===== src/rtl/pwk_pkg.sv =====
package pwk_pkg;

  typedef enum logic [1:0] {
    ST_IDLE  = 2'd0,
    ST_PAUSE = 2'd1,
    ST_MARK  = 2'd2,
    ST_TAIL  = 2'd3
  } pwk_state_e;

  // Line value of one bit: data whitened by keystream.
  function automatic logic whiten(input logic data_bit, input logic key_bit);
    return data_bit ^ key_bit;
  endfunction

  // Total length of a bit in ticks, pause included.
  function automatic int bit_span(input logic line_bit, input int one_t, input int zero_t);
    return line_bit ? one_t : zero_t;
  endfunction

  // A frame length is legal from 1 up to the data width.
  function automatic logic len_legal(input int len, input int max_len);
    return (len >= 1) && (len <= max_len);
  endfunction

endpackage


===== src/rtl/pwk_tick_counter.sv =====
module pwk_tick_counter #(
  parameter int W = 8
) (
  input  logic         clk,
  input  logic         rst_n,
  input  logic         clr_i,
  input  logic         tick_i,
  output logic [W-1:0] cnt_o
);

  always_ff @(posedge clk or negedge rst_n) begin
    if (!rst_n)       cnt_o <= '0;
    else if (clr_i)   cnt_o <= '0;
    else if (tick_i)  cnt_o <= cnt_o + W'(1);
  end

  // A cycle without a tick leaves the count alone
  p_hold_without_tick_r9: assert property (@(posedge clk) disable iff (!rst_n)
    (!clr_i && !tick_i) |=> $stable(cnt_o));

endmodule


===== src/rtl/pwk_bit_queue.sv =====
module pwk_bit_queue #(
  parameter int DATA_W = 32,
  parameter int LEN_W  = 6
) (
  input  logic              clk,
  input  logic              rst_n,
  input  logic              load_i,
  input  logic              pop_i,
  input  logic [DATA_W-1:0] load_data_i,
  input  logic [LEN_W-1:0]  load_len_i,
  output logic              head_o,
  output logic              last_o
);

  logic [DATA_W-1:0] sreg;
  logic [LEN_W-1:0]  remain;

  // On load, bit 0 is consumed at once by the caller; the queue keeps the rest.
  always_ff @(posedge clk or negedge rst_n) begin
    if (!rst_n) begin
      sreg   <= '0;
      remain <= '0;
    end else if (load_i) begin
      sreg   <= load_data_i >> 1;
      remain <= load_len_i - LEN_W'(1);
    end else if (pop_i) begin
      sreg   <= sreg >> 1;
      remain <= remain - LEN_W'(1);
    end
  end

  assign head_o = sreg[0];
  assign last_o = (remain == '0);

  // Never pop past the end of the frame
  p_no_underflow_r3: assert property (@(posedge clk) disable iff (!rst_n)
    pop_i |-> !last_o);

endmodule


===== src/rtl/pwk_frame_tx.sv =====
module pwk_frame_tx #(
  parameter int DATA_W  = 32,
  parameter int LEN_W   = $clog2(DATA_W + 1),
  parameter int PAUSE_T = 30,
  parameter int ONE_T   = 150,
  parameter int ZERO_T  = 90
) (
  input  logic              clk,
  input  logic              rst_n,
  input  logic              start_i,
  input  logic [DATA_W-1:0] data_i,
  input  logic [LEN_W-1:0]  nbits_i,
  input  logic              ks_bit_i,
  input  logic              tick_i,
  output logic              carrier_o,
  output logic              ks_adv_o,
  output logic              done_o
);
  import pwk_pkg::*;

  localparam int MAX_T  = (ONE_T > ZERO_T) ? ONE_T : ZERO_T;
  localparam int TCNT_W = $clog2(MAX_T + 1);
  localparam logic [TCNT_W-1:0] PAUSE_LAST = TCNT_W'(PAUSE_T - 1);

  pwk_state_e        fsm;
  logic              line_bit;
  logic              carrier_q, adv_q, done_q;
  logic [TCNT_W-1:0] tick_cnt;
  logic              cnt_clr;
  logic              q_load, q_pop, q_head, q_last;

  // Named internal events
  logic count_ok, accept, pause_end, mark_end, tail_end;
  logic [TCNT_W-1:0] mark_last;

  assign count_ok  = len_legal(int'(nbits_i), DATA_W);
  assign accept    = (fsm == ST_IDLE) && start_i && count_ok;
  assign mark_last = TCNT_W'(bit_span(line_bit, ONE_T, ZERO_T) - 1);
  assign pause_end = (fsm == ST_PAUSE) && tick_i && (tick_cnt == PAUSE_LAST);
  assign mark_end  = (fsm == ST_MARK)  && tick_i && (tick_cnt == mark_last);
  assign tail_end  = (fsm == ST_TAIL)  && tick_i && (tick_cnt == PAUSE_LAST);

  assign q_load  = accept;
  assign q_pop   = mark_end && !q_last;
  assign cnt_clr = (fsm == ST_IDLE) || mark_end || tail_end;

  pwk_tick_counter #(.W(TCNT_W)) u_cnt (
    .clk    (clk),
    .rst_n  (rst_n),
    .clr_i  (cnt_clr),
    .tick_i (tick_i),
    .cnt_o  (tick_cnt)
  );

  pwk_bit_queue #(.DATA_W(DATA_W), .LEN_W(LEN_W)) u_queue (
    .clk         (clk),
    .rst_n       (rst_n),
    .load_i      (q_load),
    .pop_i       (q_pop),
    .load_data_i (data_i),
    .load_len_i  (nbits_i),
    .head_o      (q_head),
    .last_o      (q_last)
  );

  always_ff @(posedge clk or negedge rst_n) begin
    if (!rst_n) begin
      fsm       <= ST_IDLE;
      line_bit  <= 1'b0;
      carrier_q <= 1'b1;
      adv_q     <= 1'b0;
      done_q    <= 1'b0;
    end else begin
      adv_q  <= 1'b0;
      done_q <= 1'b0;
      unique case (fsm)
        ST_IDLE: if (accept) begin
          fsm       <= ST_PAUSE;
          line_bit  <= whiten(data_i[0], ks_bit_i);
          carrier_q <= 1'b0;
        end
        ST_PAUSE: if (pause_end) begin
          fsm       <= ST_MARK;
          carrier_q <= 1'b1;
          adv_q     <= 1'b1;
        end
        ST_MARK: if (mark_end) begin
          carrier_q <= 1'b0;
          if (q_last) begin
            fsm <= ST_TAIL;
          end else begin
            fsm      <= ST_PAUSE;
            line_bit <= whiten(q_head, ks_bit_i);
          end
        end
        ST_TAIL: if (tail_end) begin
          fsm       <= ST_IDLE;
          carrier_q <= 1'b1;
          done_q    <= 1'b1;
        end
        default: fsm <= ST_IDLE;
      endcase
    end
  end

  assign carrier_o = carrier_q;
  assign ks_adv_o  = adv_q;
  assign done_o    = done_q;

  // Each carrier-off gap is timed from a cleared count
  p_pause_fresh_count_r2: assert property (@(posedge clk) disable iff (!rst_n)
    $fell(carrier_o) |-> (tick_cnt == '0));

  // Count never runs beyond the longest bit
  p_cnt_bounded_r4: assert property (@(posedge clk) disable iff (!rst_n)
    tick_cnt < TCNT_W'(MAX_T));

  // Advance only while the carrier is on, one cycle wide
  p_adv_with_carrier_r5: assert property (@(posedge clk) disable iff (!rst_n)
    ks_adv_o |-> carrier_o);
  p_adv_single_r5: assert property (@(posedge clk) disable iff (!rst_n)
    ks_adv_o |=> !ks_adv_o);

  // Done comes with the carrier's return after the closing gap
  p_done_on_return_r6: assert property (@(posedge clk) disable iff (!rst_n)
    done_o |-> (carrier_o && $past(!carrier_o)));
  p_done_single_r6: assert property (@(posedge clk) disable iff (!rst_n)
    done_o |=> !done_o);

  // Illegal lengths leave the block idle
  p_bad_len_ignored_r7: assert property (@(posedge clk) disable iff (!rst_n)
    ((fsm == ST_IDLE) && start_i && !count_ok) |=> (carrier_o && fsm == ST_IDLE));

  // Start during a frame does not reload the queue
  p_busy_start_ignored_r8: assert property (@(posedge clk) disable iff (!rst_n)
    ((fsm != ST_IDLE) && start_i) |-> !q_load);

endmodule


===== config.mk =====
export PLATFORM = sky130hd
export DESIGN_NAME = pwk_frame_tx
export DESIGN_NICKNAME = d
export VERILOG_FILES = /design/src/rtl/pwk_pkg.sv /design/src/rtl/pwk_tick_counter.sv /design/src/rtl/pwk_bit_queue.sv /design/src/rtl/pwk_frame_tx.sv
export SDC_FILE = /design/constraint.sdc
export NUM_CORES = 1
export LEC_CHECK = 0
export BUFFER_PORTS_ARGS = -buffer_cell sky130_fd_sc_hd__buf_2
export CORE_ASPECT_RATIO = 0.8
export CORE_UTILIZATION = 52
export CTS_BUF_LIST = sky130_fd_sc_hd__clkbuf_8
export DETAILED_ROUTE_END_ITERATION = 10
export PLACE_DENSITY = 0.78
export SYNTH_ARGS = -nofsm -noshare
export SYNTH_HDL_FRONTEND = slang
export SYNTH_SLANG_ARGS = --single-unit

===== constraint.sdc =====
create_clock -name clk -period 1.9 [get_ports clk]
set_clock_uncertainty 0.15 [all_clocks]
set_input_delay 0.38 -clock clk [delete_from_list [all_inputs] [get_ports clk]]
set_output_delay 0.38 -clock clk [all_outputs]
set_load 0.005 [all_outputs]

# Yosys cells after proc, flatten, opt, wreduce, memory -nomap -nowiden
# Cells that the tools add are included.
# word_totals
reg_bits	52
in_bits	43
out_inout_bits	3
wordCells	72
# classes
mux	26
n_lt_le_gt_ge	2
bitwise_logic	2
addsub	4
n_reduce_logical	20
n_eq_ne	10
# op_table
op	count
$mux W32	2
$mux W8	3
$mux W6	2
$sub A6 B1 Y6 const B	2
$mux W1	11
$logic_and A1 B1 Y1	10
$mux W2	5
$ne A2 B2 Y1 const B	5
$add A8 B1 Y8 const B	1
$eq A8 B5 Y1 const B	1
$eq A8 B8 Y1	1
$pmux W2 S4	1
$reduce_and A4 Y1	2
$sub A8 B1 Y8 const B	1
$ge A6 B1 Y1 const B	1
$le A6 B6 Y1 const B	1
$logic_not A6 Y1	1
$reduce_bool A2 Y1	3
$eq A2 B2 Y1 const B	2
$pmux W1 S4	1
$eq A2 B1 Y1 const B	1
$logic_not A2 Y1	1
$logic_or A1 B1 Y1	2
$pmux W1 S2	1
2 further kinds	3

# Depth between registers and ports, before layout
# depth
word_depth	7
mapped_depth	8
depth_no_buf	7

# Modules after synthesis
# From an unflattened synthesis, not the netlist that was laid out.
# unflattened
hier_cells	259
hier_area_um2	2677.6
# by_module_without_submodules
mod	seq_area_each_um2	area_each_um2	cells_per_inst	instances
pwk_bit_queue	925.9	1858.0	180	1
pwk_frame_tx	151.4	422.9	42	1
pwk_tick_counter	200.2	396.6	37	1

# Worst setup path after synthesis
# Ideal clock, no wire load.
# synth_path
path_kind	flip-flop to flip-flop
from	register u_cnt.cnt_o[1]
to	register u_queue.remain[1]
required_ps	1671
stages_incl_launch_ff	8
period_less_slack_ps	2054
t_arrival_ps	1824
setup_slack_ps	-154
setup_time_ps	79
n_path_buf	0
cell_sequence	dfrtp_1 > inv_1 > ha_1 > nand4b_2 > a211o_1 > nor3b_2 > mux2_1 > mux2i_1
# synth_between
elab_chain_len	4
# synth_rtl
element	line_no	text
start: declaration	pwk_tick_counter.sv:8	output logic [W-1:0] cnt_o
start signal: assignment	pwk_tick_counter.sv:14	else if (tick_i) cnt_o <= cnt_o + W'(1);
$eq A8 B8 Y1	pwk_frame_tx.sv:40	assign mark_end = (fsm == ST_MARK) && tick_i && (tick_cnt == mark_last);
$logic_and A1 B1 Y1	pwk_frame_tx.sv:40	
$logic_and A1 B1 Y1	pwk_frame_tx.sv:44	assign q_pop = mark_end && !q_last;
$reduce_bool A2 Y1 (no line)	-	
end signal: assignment	pwk_bit_queue.sv:25	remain <= load_len_i - LEN_W'(1);
end signal: assignment	pwk_bit_queue.sv:28	remain <= remain - LEN_W'(1);
end: declaration	pwk_bit_queue.sv:16	logic [LEN_W-1:0] remain;
# Every way passes these cells.
# A chain may end at the register's enable or synchronous reset.

# Worst setup path after layout
# layout_path
from	register u_cnt.cnt_o[1]
to	register u_queue.sreg[19]
# layout_between
elab_chain_len	4
# layout_rtl
element	line_no	text
$eq A8 B8 Y1	pwk_frame_tx.sv:40	
$logic_and A1 B1 Y1	pwk_frame_tx.sv:40	
$logic_and A1 B1 Y1	pwk_frame_tx.sv:44	
$reduce_bool A2 Y1 (no line)	-	
end signal: assignment	pwk_bit_queue.sv:24	sreg <= load_data_i >> 1;
end signal: assignment	pwk_bit_queue.sv:27	sreg <= sreg >> 1;
end: declaration	pwk_bit_queue.sv:15	logic [DATA_W-1:0] sreg;
# Every way passes these cells.

==> impl_metrics.csv <==
group,metric,value,unit
route,vias,2629,
synth,ys_warn_count,0,
synth,ys_seq_area_share,47.93,%
cells_and_area,finalInstanceArea,3781,µm²
power,power_density,1101,nW/µm²
synth,synth-xor-area-share,4.601,%
place,hpwl,4468,µm
setup_path,cpPeakStageDelay,0.40,ns
global_routing,grt_pass1_vias,2391,
timing,finalSetupTns,-7.630,ns
setup_path,path_cells,"inv_2 > ha_4 > nand4b_4 > a211o_1 > nor3b_4 > buf_4 > clkbuf_16 > nand2_1 > a31oi_1",
timing,post-route-min-period,2.179,ns
synth,muxShareOfSynthArea,1.174,%
cells_and_area,final.fill_count,275,
timing,setup_viol_count_final,47,
die,fp.dieH,66.03,µm
clock_network,cts_buffers,5,
timing,tightest_slew,0.3882,ns
die,dieWidth,82.04,µm
setup_path,regToRegEndpoint,"u_queue.sreg[19]$_DFFE_PN0P_",
global_routing,grt_max_degree,52,
timing,fmax,459.0,MHz
global_routing,grt_util_all_layers,26.86,%
worst_hold_path,hold_path.startpoint,"data_i[31]",
run,maxCapViolations,0,
setup_path,ff2ff_path_depth,9,
timing,fin_crit_sh,114.7,%
die,fp-row-count,22,
global_routing,grt_overflow,0,
setup_path,cp.required,1.98,ns
synth,synthCells,300,
synth,ys_types,42,
setup_path,crit_fanout,11,
worst_hold_path,hp-class,"input port to register",
route,drt_iter0_drc,265,
worst_hold_path,hold_path_end,"u_queue.sreg[30]$_DFFE_PN0P_",
clock_network,clockBufferDepth,2,
synth,synth_seq_cells,51,
synth,synth_ff_type,"dfrtp_1",
worst_hold_path,hold_depth,3,
timing,grt_setup_unrepaired,"yes",
die,ios,46,
timing,slew_headroom,74.03,%
synth,synth_compound_area_share,12.82,%
synth,synth_nets,349,
clock_network,cts_root_buf,"clkbuf_8",
cells_and_area,antennaDiodeCount,0,
cells_and_area,final_util,79.40,%
clock_network,h-tree-depth,2,
place,dp.cells,431,
timing,hold_viol_final,0,
setup_path,worstPathArrival,2.26,ns
clock_network,insertion_delay,0.32,ns
place,dp_slack,-0.2166,ns
cells_and_area,area_growth,41.88,%
route,wl,7736,µm
route,first_pass_iters,4,
route,post_drt_wl_per_cell,16.96,µm
route,drc,0,
setup_path,cpMaxStageDelayCell,"dfrtp_1",
cells_and_area,seqCellArea,1277,µm²
setup_path,endpoint_kind,"register",
power,total_power,4.163,mW
status,status,"complete, but fails checks",
synth,synth_edf_count,0,
synth,avgSynthCellArea,8.884,µm²
clock_network,tritoncts,"done",
setup_path,critical_path_class,"register to register",
cells_and_area,nets,444,
setup_path,r2r-start,"u_cnt.cnt_o[1]$_DFFE_PN0P_",
clock_network,cts.sinks,51,
synth,synthAdderAreaFrac,2.817,%
route,antenna_left,0,
route,routed_via_density,5.765,
place,placed_area,3289,µm²
cells_and_area,fin_cells,456,
timing,hold_ws,0.1467,ns
synth,synth_simple_gate_area_share,26.48,%
synth,synth_area_leaders,"dfrtp_1, nand2_1, a31oi_1, nor2_1, xor2_1",
global_routing,grt_pass1_wl,10830,µm
clock_network,cts.clk_slew.worst_paths,0.10,ns
die,core_area,4762,µm²
die,initial_core_util,55.96,%
synth,synth_top_family_by_area,"simple AND/OR/NAND/NOR gates",
place,place_congestion,0.7915,
cells_and_area,drive_gt1_share,37.63,%
power,cellLeakagePower,1.846,nW
timing,drv_slew,0,
global_routing,antenna_found_initial,0,
place,numPortBuffers,45,
synth,async_flop_share,100.0,%
cells_and_area,multi_input_area,1441,µm²
status,failed_checks,"setup timing",
synth,synth_top_area_cell,"dfrtp_1",
synth,synth_area,2665,µm²
setup_path,reg2reg_setup_slack,-0.28,ns
synth,synth_top_area_share,46.95,%
timing,layout_setup_ws,-0.2787,ns
setup_path,critPathLaunchType,"register",
power,vdd_drop_max,0.6300,mV
die,dieArea,5417,µm²
-- synth_stat cells (4+ instances only) --
library cell and instances:
a21oi_1 4, a31oi_1 34, buf_2 5, buf_4 5, clkbuf_1 6, dfrtp_1 50, ha_1 6, inv_1 7
nand2_1 71, nand3_1 5, nor2_1 51, xnor2_1 4, xor2_1 10
-- flip-flops by register name (all words and copies together), names as in the netlist --
register	count
u_queue.sreg	31
ks_adv_o	1
line_bit	1
u_cnt.cnt_o	8
carrier_o	1
done_o	1
fsm	2
u_queue.remain	6
-- cell type report --
cell class              count  area share [%]
clock buffers               6           2.184
clock inverters             2           1.026
inverters                   7          0.6949
well taps                  60           1.985
repair buffers            104           22.20
flip-flops and latches     51           33.79
multi-input cells         226           38.12
-- worst max-delay path: cells and delay by family (launching register included) --
kind | cells | cell delay (ns)
DFF | 1 | 0.40
buffers and inverters | 3 | 0.45
AOI/OAI and AO/OA | 2 | 0.52
adders and majority gates | 1 | 0.14
and+or+nand+nor | 3 | 0.45
-- repair_timing --
| item | in CTS | in global routing |
|---|---|---|
| resized for setup | 17 | 21 |
| endpoints found under the hold margin | 50 | 0 |
| setup buffers | 4 | 6 |
| hold buffers | 1 | 0 |
| endpoints found under the setup margin | 44 | 48 |
| gates cloned | 1 | 6 |
| pin swaps | 10 | 12 |
-- where the power goes --
part | switching, mW | internal, mW | total [mW]
Clock | 0.380 | 0.434 | 0.813
Sequential | 0.339 | 1.53 | 1.87
Combinational | 0.761 | 0.722 | 1.48
Total | 1.48 | 2.68 | 4.16
-- routing by layer --
layer / track usage [%] / up-vias / share of wire [%]
met5: 0 / - / 0
met4: 10.09 / 0 / 2.5
met3: 4.966 / 22 / 5.4
met2: 43.08 / 103 / 50
met1: 36.05 / 1289 / 42
li1: - / 1215 / -
-- cell families after synthesis --
kind of cell	after synthesis
simple gates	153
mux	3
flops	51
compound gates	50
buf+inv	23
fa+ha+maj	6
xor+xnor	14
-- worst max-delay path by stage --
stage                               start                       endpoint  slack (ns)  depth (start not counted)
5_1_grt        u_cnt.cnt_o[1]$_DFFE_PN0P_   u_queue.sreg[19]$_DFFE_PN0P_       -0.32                          9
6_report       u_cnt.cnt_o[1]$_DFFE_PN0P_   u_queue.sreg[19]$_DFFE_PN0P_       -0.28                          9
4_1_cts        u_cnt.cnt_o[6]$_DFFE_PN0P_  u_queue.remain[1]$_DFFE_PN0P_       -0.14                          6
3_5_place_dp   u_cnt.cnt_o[1]$_DFFE_PN0P_    u_queue.sreg[6]$_DFFE_PN0P_       -0.22                          8
2_1_floorplan  u_cnt.cnt_o[1]$_DFFE_PN0P_  u_queue.remain[1]$_DFFE_PN0P_       -0.08                          7
3_3_place_gp   u_cnt.cnt_o[1]$_DFFE_PN0P_  u_queue.remain[2]$_DFFE_PN0P_       -0.16                          7
-- layout by cell type (no fill, tap or decap), types with 5 or more instances in the layout --
master / count
a31oi_1: 34
nand2_1: 64
buf_2: 46
clkbuf_8: 6
clkbuf_16: 5
nor2_1: 46
nand2_2: 6
nand3_1: 5
buf_4: 40
xor2_1: 9
dfrtp_1: 50
nor2_2: 5
buf_6: 7
(Power assumes the default switching activity.)
